[src/rtl/tagpack_pkg.sv]
package tagpack_pkg;
  localparam int STAT_W    = 12;
  localparam int ST_OVF    = 0;
  localparam int ST_ONE    = 4;
  localparam int ST_INE    = 5;
  localparam int ST_OFULL  = 6;
  localparam int ST_OSVC   = 8;
  localparam int ST_ISVC   = 9;
  localparam int ST_ODONE  = 10;
  localparam int ST_IDONE  = 11;

  // strobes from control to datapath
  typedef struct packed {
    logic [1:0] outPushN;  // entries written into transmit queue (0..2)
    logic       outPop;    // one entry leaves transmit queue
    logic       inPush;    // one byte enters receive queue
    logic [1:0] inPopN;    // bytes leaving receive queue (0..2)
  } tp_strobe_t;
endpackage

[src/rtl/tp_fifo.sv]
module tp_fifo #(
  parameter int WIDTH = 16,
  parameter int DEPTH = 8,
  localparam int PW = $clog2(DEPTH),
  localparam int OW = $clog2(DEPTH + 1)
) (
  input  logic             clk,
  input  logic             rstN,
  input  logic [1:0]       pushN,
  input  logic [WIDTH-1:0] pushData0,
  input  logic [WIDTH-1:0] pushData1,
  input  logic [1:0]       popN,
  output logic [OW-1:0]    occ,
  output logic [WIDTH-1:0] head0,
  output logic [WIDTH-1:0] head1
);
  logic [WIDTH-1:0] mem [DEPTH];
  logic [PW-1:0] wrPtr, rdPtr;

  always_ff @(posedge clk or negedge rstN) begin
    if (!rstN) begin
      wrPtr <= '0;
      rdPtr <= '0;
      occ   <= '0;
    end else begin
      wrPtr <= wrPtr + PW'(pushN);
      rdPtr <= rdPtr + PW'(popN);
      occ   <= occ + OW'(pushN) - OW'(popN);
    end
  end

  always_ff @(posedge clk) begin
    if (pushN != 2'd0) mem[wrPtr] <= pushData0;
    if (pushN == 2'd2) mem[wrPtr + PW'(1)] <= pushData1;
  end

  assign head0 = mem[rdPtr];
  assign head1 = mem[rdPtr + PW'(1)];


  room_chk: assert property (@(posedge clk) disable iff (!rstN)
    OW'(pushN) <= (OW'(DEPTH) - occ));

  bound_chk: assert property (@(posedge clk) disable iff (!rstN)
    occ <= OW'(DEPTH));

  pop_avail_chk: assert property (@(posedge clk) disable iff (!rstN)
    OW'(popN) <= occ);
endmodule

[src/rtl/tp_datapath.sv]
module tp_datapath import tagpack_pkg::*; #(
  parameter int OUT_DEPTH = 8,
  parameter int IN_DEPTH  = 8,
  localparam int OOW = $clog2(OUT_DEPTH + 1),
  localparam int IOW = $clog2(IN_DEPTH + 1)
) (
  input  logic            clk,
  input  logic            rstN,
  input  tp_strobe_t      strobe,
  input  logic [31:0]     wordData,
  input  logic [7:0]      byteData,
  output logic [OOW-1:0]  outOcc,
  output logic [IOW-1:0]  inOcc,
  output logic [15:0]     entryData,
  output logic [31:0]     rdWord
);
  logic [15:0] outHead1;
  logic [7:0]  inHead0, inHead1;
  logic        unusedHead;

  tp_fifo #(.WIDTH(16), .DEPTH(OUT_DEPTH)) u_outQ (
    .clk(clk), .rstN(rstN),
    .pushN(strobe.outPushN),
    .pushData0(wordData[15:0]), .pushData1(wordData[31:16]),
    .popN({1'b0, strobe.outPop}),
    .occ(outOcc), .head0(entryData), .head1(outHead1)
  );

  tp_fifo #(.WIDTH(8), .DEPTH(IN_DEPTH)) u_inQ (
    .clk(clk), .rstN(rstN),
    .pushN({1'b0, strobe.inPush}),
    .pushData0(byteData), .pushData1(8'h00),
    .popN(strobe.inPopN),
    .occ(inOcc), .head0(inHead0), .head1(inHead1)
  );

  assign unusedHead = ^outHead1;

  always_comb begin
    rdWord = '0;
    if (inOcc != '0)        rdWord[7:0]   = inHead0;
    if (inOcc >= IOW'(2))   rdWord[23:16] = inHead1;
  end
endmodule

[src/rtl/tp_ctrl.sv]
module tp_ctrl import tagpack_pkg::*; #(
  parameter int OUT_DEPTH = 8,
  parameter int IN_DEPTH  = 8,
  parameter int BLOCK     = 4,
  parameter int COUNT_W   = 9,
  localparam int OOW = $clog2(OUT_DEPTH + 1),
  localparam int IOW = $clog2(IN_DEPTH + 1),
  localparam int BW  = $clog2(BLOCK + 1)
) (
  input  logic               clk,
  input  logic               rstN,
  input  logic               blockMode,
  input  logic               outCntWe,
  input  logic               inCntWe,
  input  logic [COUNT_W-1:0] cntData,
  input  logic               wordWe,
  input  logic               wordRe,
  input  logic               entryReady,
  input  logic               byteValid,
  input  logic               clrWe,
  input  logic [STAT_W-1:0]  clrData,
  input  logic [OOW-1:0]     outOcc,
  input  logic [IOW-1:0]     inOcc,
  output tp_strobe_t         strobe,
  output logic               entryValid,
  output logic [STAT_W-1:0]  status
);
  logic [COUNT_W-1:0] outCnt, outPushed, outPopped, outRemain;
  logic [COUNT_W-1:0] inCnt, inRecv;
  logic [BW-1:0]      outChunk, inChunk;
  logic [OOW-1:0]     outFree;
  logic [1:0]         outNeed;
  logic               outFits;
  logic               ovf, oSvc, iSvc, oDone, iDone;
  logic               ovfSet, oSvcSet, iSvcSet, oDoneSet, iDoneSet;
  logic [STAT_W-1:0]  clrHit;
  logic               unusedClr;

  assign outFree   = OOW'(OUT_DEPTH) - outOcc;
  assign outRemain = outCnt - outPushed;
  assign outNeed   = (outRemain == COUNT_W'(1)) ? 2'd1 : 2'd2;
  assign outFits   = OOW'(outNeed) <= outFree;

  always_comb begin
    strobe.outPushN = (wordWe && outFits) ? outNeed : 2'd0;
    strobe.outPop   = entryReady && (outOcc != '0);
    strobe.inPush   = byteValid && (inOcc != IOW'(IN_DEPTH));
    if (!wordRe || inOcc == '0)  strobe.inPopN = 2'd0;
    else if (inOcc == IOW'(1))   strobe.inPopN = 2'd1;
    else                         strobe.inPopN = 2'd2;
  end

  assign entryValid = outOcc != '0;

  assign ovfSet   = (wordWe && !outFits) || (byteValid && inOcc == IOW'(IN_DEPTH));
  assign oDoneSet = strobe.outPop && !outCntWe && ((outPopped + COUNT_W'(1)) == outCnt);
  assign iDoneSet = strobe.inPush && !inCntWe && ((inRecv + COUNT_W'(1)) == inCnt);
  assign oSvcSet  = blockMode && strobe.outPop && !outCntWe && (outChunk == BW'(BLOCK - 1));
  assign iSvcSet  = blockMode && strobe.inPush && !inCntWe && (inChunk == BW'(BLOCK - 1));
  assign clrHit   = clrWe ? clrData : '0;
  assign unusedClr = ^{clrData[7:1]};

  // transmit counters
  always_ff @(posedge clk or negedge rstN) begin
    if (!rstN) begin
      outCnt <= '0; outPushed <= '0; outPopped <= '0; outChunk <= '0;
    end else if (outCntWe) begin
      outCnt <= cntData; outPushed <= '0; outPopped <= '0; outChunk <= '0;
    end else begin
      outPushed <= outPushed + COUNT_W'(strobe.outPushN);
      if (strobe.outPop) begin
        outPopped <= outPopped + COUNT_W'(1);
        outChunk  <= (outChunk == BW'(BLOCK - 1)) ? '0 : outChunk + BW'(1);
      end
    end
  end

  // receive counters
  always_ff @(posedge clk or negedge rstN) begin
    if (!rstN) begin
      inCnt <= '0; inRecv <= '0; inChunk <= '0;
    end else if (inCntWe) begin
      inCnt <= cntData; inRecv <= '0; inChunk <= '0;
    end else if (strobe.inPush) begin
      inRecv  <= inRecv + COUNT_W'(1);
      inChunk <= (inChunk == BW'(BLOCK - 1)) ? '0 : inChunk + BW'(1);
    end
  end

  // sticky flags: set beats clear
  always_ff @(posedge clk or negedge rstN) begin
    if (!rstN) begin
      ovf <= 1'b0; oSvc <= 1'b0; iSvc <= 1'b0; oDone <= 1'b0; iDone <= 1'b0;
    end else begin
      ovf   <= ovfSet  | (ovf  & ~clrHit[ST_OVF]);
      oSvc  <= oSvcSet | (oSvc & ~clrHit[ST_OSVC]);
      iSvc  <= iSvcSet | (iSvc & ~clrHit[ST_ISVC]);
      oDone <= outCntWe ? 1'b0 : (oDoneSet | (oDone & ~clrHit[ST_ODONE]));
      iDone <= inCntWe  ? 1'b0 : (iDoneSet | (iDone & ~clrHit[ST_IDONE]));
    end
  end

  always_comb begin
    status           = '0;
    status[ST_OVF]   = ovf;
    status[ST_ONE]   = outOcc != '0;
    status[ST_INE]   = inOcc != '0;
    status[ST_OFULL] = outFree < OOW'(2);
    status[ST_OSVC]  = oSvc;
    status[ST_ISVC]  = iSvc;
    status[ST_ODONE] = oDone;
    status[ST_IDONE] = iDone;
  end


  svc_mode_chk: assert property (@(posedge clk) disable iff (!rstN)
    $rose(oSvc) |-> $past(blockMode));

  done_pop_chk: assert property (@(posedge clk) disable iff (!rstN)
    $rose(oDone) |-> ($past(outOcc) != '0));

  drop_flag_chk: assert property (@(posedge clk) disable iff (!rstN)
    (wordWe && !outFits) |=> status[ST_OVF]);

  clr_svc_chk: assert property (@(posedge clk) disable iff (!rstN)
    (clrWe && clrData[ST_OSVC] && !oSvcSet) |=> !status[ST_OSVC]);

  tail_one_chk: assert property (@(posedge clk) disable iff (!rstN)
    (wordWe && outRemain == COUNT_W'(1) && outFits) |=> (outOcc == $past(outOcc) + OOW'(1) - OOW'($past(strobe.outPop))));
endmodule

[src/rtl/tagpack_top.sv]
module tagpack_top import tagpack_pkg::*; #(
  parameter int OUT_RAW_DEPTH = 16,
  parameter int IN_RAW_DEPTH  = 16,
  parameter int BLOCK_ENTRIES = 4,
  parameter int COUNT_W       = 9
) (
  input  logic               clk,
  input  logic               rstN,
  input  logic               blockMode,
  input  logic               outCntWe,
  input  logic               inCntWe,
  input  logic [COUNT_W-1:0] cntData,
  input  logic               wordWe,
  input  logic [31:0]        wordData,
  input  logic               wordRe,
  output logic [31:0]        rdWord,
  output logic               entryValid,
  output logic [15:0]        entryData,
  input  logic               entryReady,
  input  logic               byteValid,
  input  logic [7:0]         byteData,
  input  logic               clrWe,
  input  logic [11:0]        clrData,
  output logic [11:0]        status
);
  localparam int OUT_DEPTH = OUT_RAW_DEPTH / 2;
  localparam int IN_DEPTH  = IN_RAW_DEPTH / 2;
  localparam int OOW = $clog2(OUT_DEPTH + 1);
  localparam int IOW = $clog2(IN_DEPTH + 1);

  tp_strobe_t     strobe;
  logic [OOW-1:0] outOcc;
  logic [IOW-1:0] inOcc;

  tp_ctrl #(.OUT_DEPTH(OUT_DEPTH), .IN_DEPTH(IN_DEPTH),
            .BLOCK(BLOCK_ENTRIES), .COUNT_W(COUNT_W)) u_ctrl (
    .clk(clk), .rstN(rstN), .blockMode(blockMode),
    .outCntWe(outCntWe), .inCntWe(inCntWe), .cntData(cntData),
    .wordWe(wordWe), .wordRe(wordRe), .entryReady(entryReady),
    .byteValid(byteValid), .clrWe(clrWe), .clrData(clrData),
    .outOcc(outOcc), .inOcc(inOcc),
    .strobe(strobe), .entryValid(entryValid), .status(status)
  );

  tp_datapath #(.OUT_DEPTH(OUT_DEPTH), .IN_DEPTH(IN_DEPTH)) u_dp (
    .clk(clk), .rstN(rstN), .strobe(strobe),
    .wordData(wordData), .byteData(byteData),
    .outOcc(outOcc), .inOcc(inOcc),
    .entryData(entryData), .rdWord(rdWord)
  );
endmodule

[config.mk]
export PLATFORM = sky130hd
export DESIGN_NAME = tagpack_top
export DESIGN_NICKNAME = d
export VERILOG_FILES = /design/src/rtl/tagpack_pkg.sv /design/src/rtl/tp_fifo.sv /design/src/rtl/tp_datapath.sv /design/src/rtl/tp_ctrl.sv /design/src/rtl/tagpack_top.sv
export SDC_FILE = /design/constraint.sdc
export NUM_CORES = 1
export LEC_CHECK = 0
export BUFFER_PORTS_ARGS = -buffer_cell sky130_fd_sc_hd__buf_2
export CORE_MARGIN = 2
export CORE_UTILIZATION = 60
export CTS_CLUSTER_DIAMETER = 200
export DETAILED_ROUTE_END_ITERATION = 10
export GPL_TIMING_DRIVEN = 1
export PLACE_DENSITY = 0.8
export SYNTH_ARGS = -nofsm -noshare
export SYNTH_HDL_FRONTEND = slang
export SYNTH_SLANG_ARGS = --single-unit
[constraint.sdc]
create_clock -name clk -period 6.2 [get_ports clk]
set_clock_uncertainty 0.15 [all_clocks]
set_input_delay 1.24 -clock clk [delete_from_list [all_inputs] [get_ports clk]]
set_output_delay 1.24 -clock clk [all_outputs]
set_load 0.05 [all_outputs]
==> impl_results.md <==
* Run status: finished clean
* Count of cell types in the netlist at 59
* Via density at ~6.5
* Initial core utilization at approximately three fifths
* Register area share after synthesis at 51.36%
* Minimum clock period at around 5200 ps
* Reg-to-reg slack, setup at around 1000 ps
* Final setup TNS at 0 ps
* Core area at around 24000 um2
* WL/cell at about 22 um
* Crit Path Category: flip-flop to flip-flop
* Fillers at 1760
* Drt pass-1 iters at 7
* Sink Count at approximately 270
* RSZ-0062 raised after global routing: no
* Endpoints failing setup at 0
* Post-cts sizing count at 0
* Period utilisation layout at around 84%
* Nets at 1384
* Leakage at a little over 6 nW
* Setup WS post-layout at 1014 ps
* Main synth FF type: edfxtp_1
* Vias in the first global route at between 10000 and 15000
* Req. time, crit path at around 6300 ps
* CP startpoint: u_ctrl.outCnt[0]
* Chip Width at ~160 um
* Drt first-iter violations at between 1000 and 1500
* RR Endpoint: u_dp.u_outQ.mem[2][4]
* DP HPWL at around 22000 um
* Max Clk Rate at approximately 190 MHz
* Clk Latency, worst-skew pair at roughly 550 ps
* Async SR Flop Fraction at 28.36%
* Drc violations at 0
* Reg2reg start: u_ctrl.outCnt[0]
* Critical hold path startpoint: u_ctrl.iSvc
* Crit path capture: u_dp.u_outQ.mem[2][4]
* Syn_area_per_cell at about 12 um2
* Crit path DAT at 5310 ps
* Non-Filler Instances at around 1600
* Mapped Cells at approximately 1200
* Post-synth top cells: edfxtp_1, o21ai_0, o211ai_1, nand2_1, dfrtp_1
* I/O Pins at between 100 and 150
* Hold Buf Count CTS at 0
* Clk root buf: clkbuf_16
* Placed cell count at between 1500 and 2000
* Total gr overflow at 0
* Postcts setup bufs at 0
* Largest net degree at the start of global routing at 86
* Path depth of the worst reg2reg path at 16
* Routability-driven placement congestion ratio at between 0.8 and 0.9
* First-pass GRT wire length at approximately 55000 um
* Crit end category: flip-flop
* Cts bufs inserted at 29
* GRT Total Usage at about 27%
* Max-cap violations at 0
* Yosys top cell area share at between 30% and 40%
* Mapped Area at approximately 15000 um2
* Clk buf depth at 3
* Worst Tran Pin Value at roughly 1100 ps
* Area Growth Syn to Fin at 10.63%
* Final ANT Viol Nets at 0
* Worst Setup Start Kind: flip-flop
* CTS tree: done
* Die area at 26160 um2
* Worst slack, placed at 1058 ps
* Synth top area cells: edfxtp_1, dfrtp_1, mux4_2
* Type of the most critical hold path: flip-flop to flip-flop
* Cell with the most instances after synthesis: edfxtp_1
* Final instance area at ~17000 um2
* Hold Fails Final Rpt at 0
* Final Slew Violations at 0
* Clock slew at reported path FFs at 60 ps
* Vias at 10460
* Ratio of total power to cell area at 492.0 nW/um2
* Final WL at between 30000 and 40000 um
* Antenna violations before repair at 4
* Rows at 57
* Yosys top cell by area: edfxtp_1
* Slew headroom at between 20 and 30%
* Share of post-route cells with drive strength above 1 at ~25%
* Yosys warning count at 0
* Number of synthesized flops with an enable pin at approximately 190
* H-tree levels at 1
* Placed Area at ~16000 um2
* Final core occ at slightly below 70%
* Synth Register Bits at 268
* Die Ht at between 150 and 200 um
* I/O Buffers at ~100
* Worst Path Max Fanout at 33
* Peak supply drop at around 320 uV
==> logic make-up after synthesis <==
group                    Yosys count  synth area share [%]
flip-flops                       268                 51.36
buffers and inverters            148                 5.020
XOR/XNOR                          60                 3.520
multiplexers                     107                 12.81
adder cells (fa/ha/maj)           44                 3.990
AO/OA/AOI/OAI                    339                 15.16
AND/OR/NAND/NOR                  230                 8.113
other                              1               0.02512
==> critical path, stage by stage (launching register included) <==
cell and delay [ps]:
dfrtp_1 370, inv_1 70, ha_1 200, fa_1 400
nor2b_1 240, o2111ai_1 170, a31oi_1 170, a311o_1 180
nand3_1 150, ha_1 320, nor2b_1 120, o21ai_1 130
o311ai_4 430, or2_4 480, a31o_1 680, buf_4 460
o211ai_1 150
==> flip-flops by register name (all words and copies together), names as in the netlist <==
register and cells:
u_dp.u_inQ.occ 4, u_ctrl.inRecv 9, u_ctrl.iDone 1, u_ctrl.outPopped 9
u_ctrl.outCnt 9, u_ctrl.outPushed 9, u_dp.u_inQ.rdPtr 3, u_ctrl.outChunk 3
u_ctrl.oDone 1, u_dp.u_outQ.wrPtr 3, u_ctrl.iSvc 1, u_ctrl.ovf 1
u_dp.u_outQ.mem 128, u_dp.u_inQ.wrPtr 3, u_dp.u_outQ.rdPtr 3, u_ctrl.oSvc 1
u_ctrl.inCnt 9, u_ctrl.inChunk 3, u_dp.u_inQ.mem 64, u_dp.u_outQ.occ 4
==> area by class of cell <==
class	count	area [um2]	share of cell area, %
clock inverters	4	26.28	0.1591
multi-input cells	800	6638	40.19
flip-flops and latches	268	7669	46.44
diodes	3	7.507	0.04546
clock buffers	49	900.9	5.455
repair buffers	130	718.2	4.349
inverters	40	150.1	0.9092
well taps	324	405.4	2.455
==> layer usage <==
metal	wire (um)	global-route usage (%)	up-vias	share of wire, %
li1	-	-	4683	-
met1	13680	37.39	5134	39
met2	17170	44.39	583	49
met3	3643	4.648	57	10
met4	741	8.608	2	2.1
met5	7	0	-	0.020
==> power by group <==
part	total, mW	internal, mW	switching (mW)
sequential	2.61	2.36	0.249
combinational	3.84	1.29	2.55
clock	1.67	0.981	0.690
total	8.13	4.64	3.49
==> per-stage QoR <==
stage | hold WS (ps) | total power, mW
after global placement | 322.6 | 6.368
after detailed placement | 327.4 | 6.482
after global routing | 370.9 | 8.504
after CTS | 345.4 | 8.155
after floorplan | 314.4 | 5.543
final | 341.2 | 8.125
==> worst min path at each step <==
stage,endpoint,depth (start not counted),slack [ps]
floorplan,u_ctrl.iSvc,1,310
global placement,u_ctrl.oSvc,1,320
detailed placement,u_ctrl.oSvc,1,330
CTS,u_ctrl.iSvc,1,350
global route,u_ctrl.iSvc,1,370
finish,u_ctrl.iSvc,1,340
==> cell usage in the layout, fill, tap and decap left out, types with 11 or more instances in the layout <==
cell         n
ha_1        37
buf_2      103
xnor2_1     29
o21ai_0    147
dfrtp_1     75
a21oi_1     26
o211ai_2    20
o211ai_1   108
mux2_2      32
conb_1      20
edfxtp_1   192
nand2_1     84
inv_1       39
mux2i_1     11
nand3_1     13
nand2b_1    13
xor2_1      31
buf_4       27
nor2_1      52
nor2b_1     11
mux4_2      64
clkbuf_16   29
Note: power is estimated with default switching activity, not from simulation.
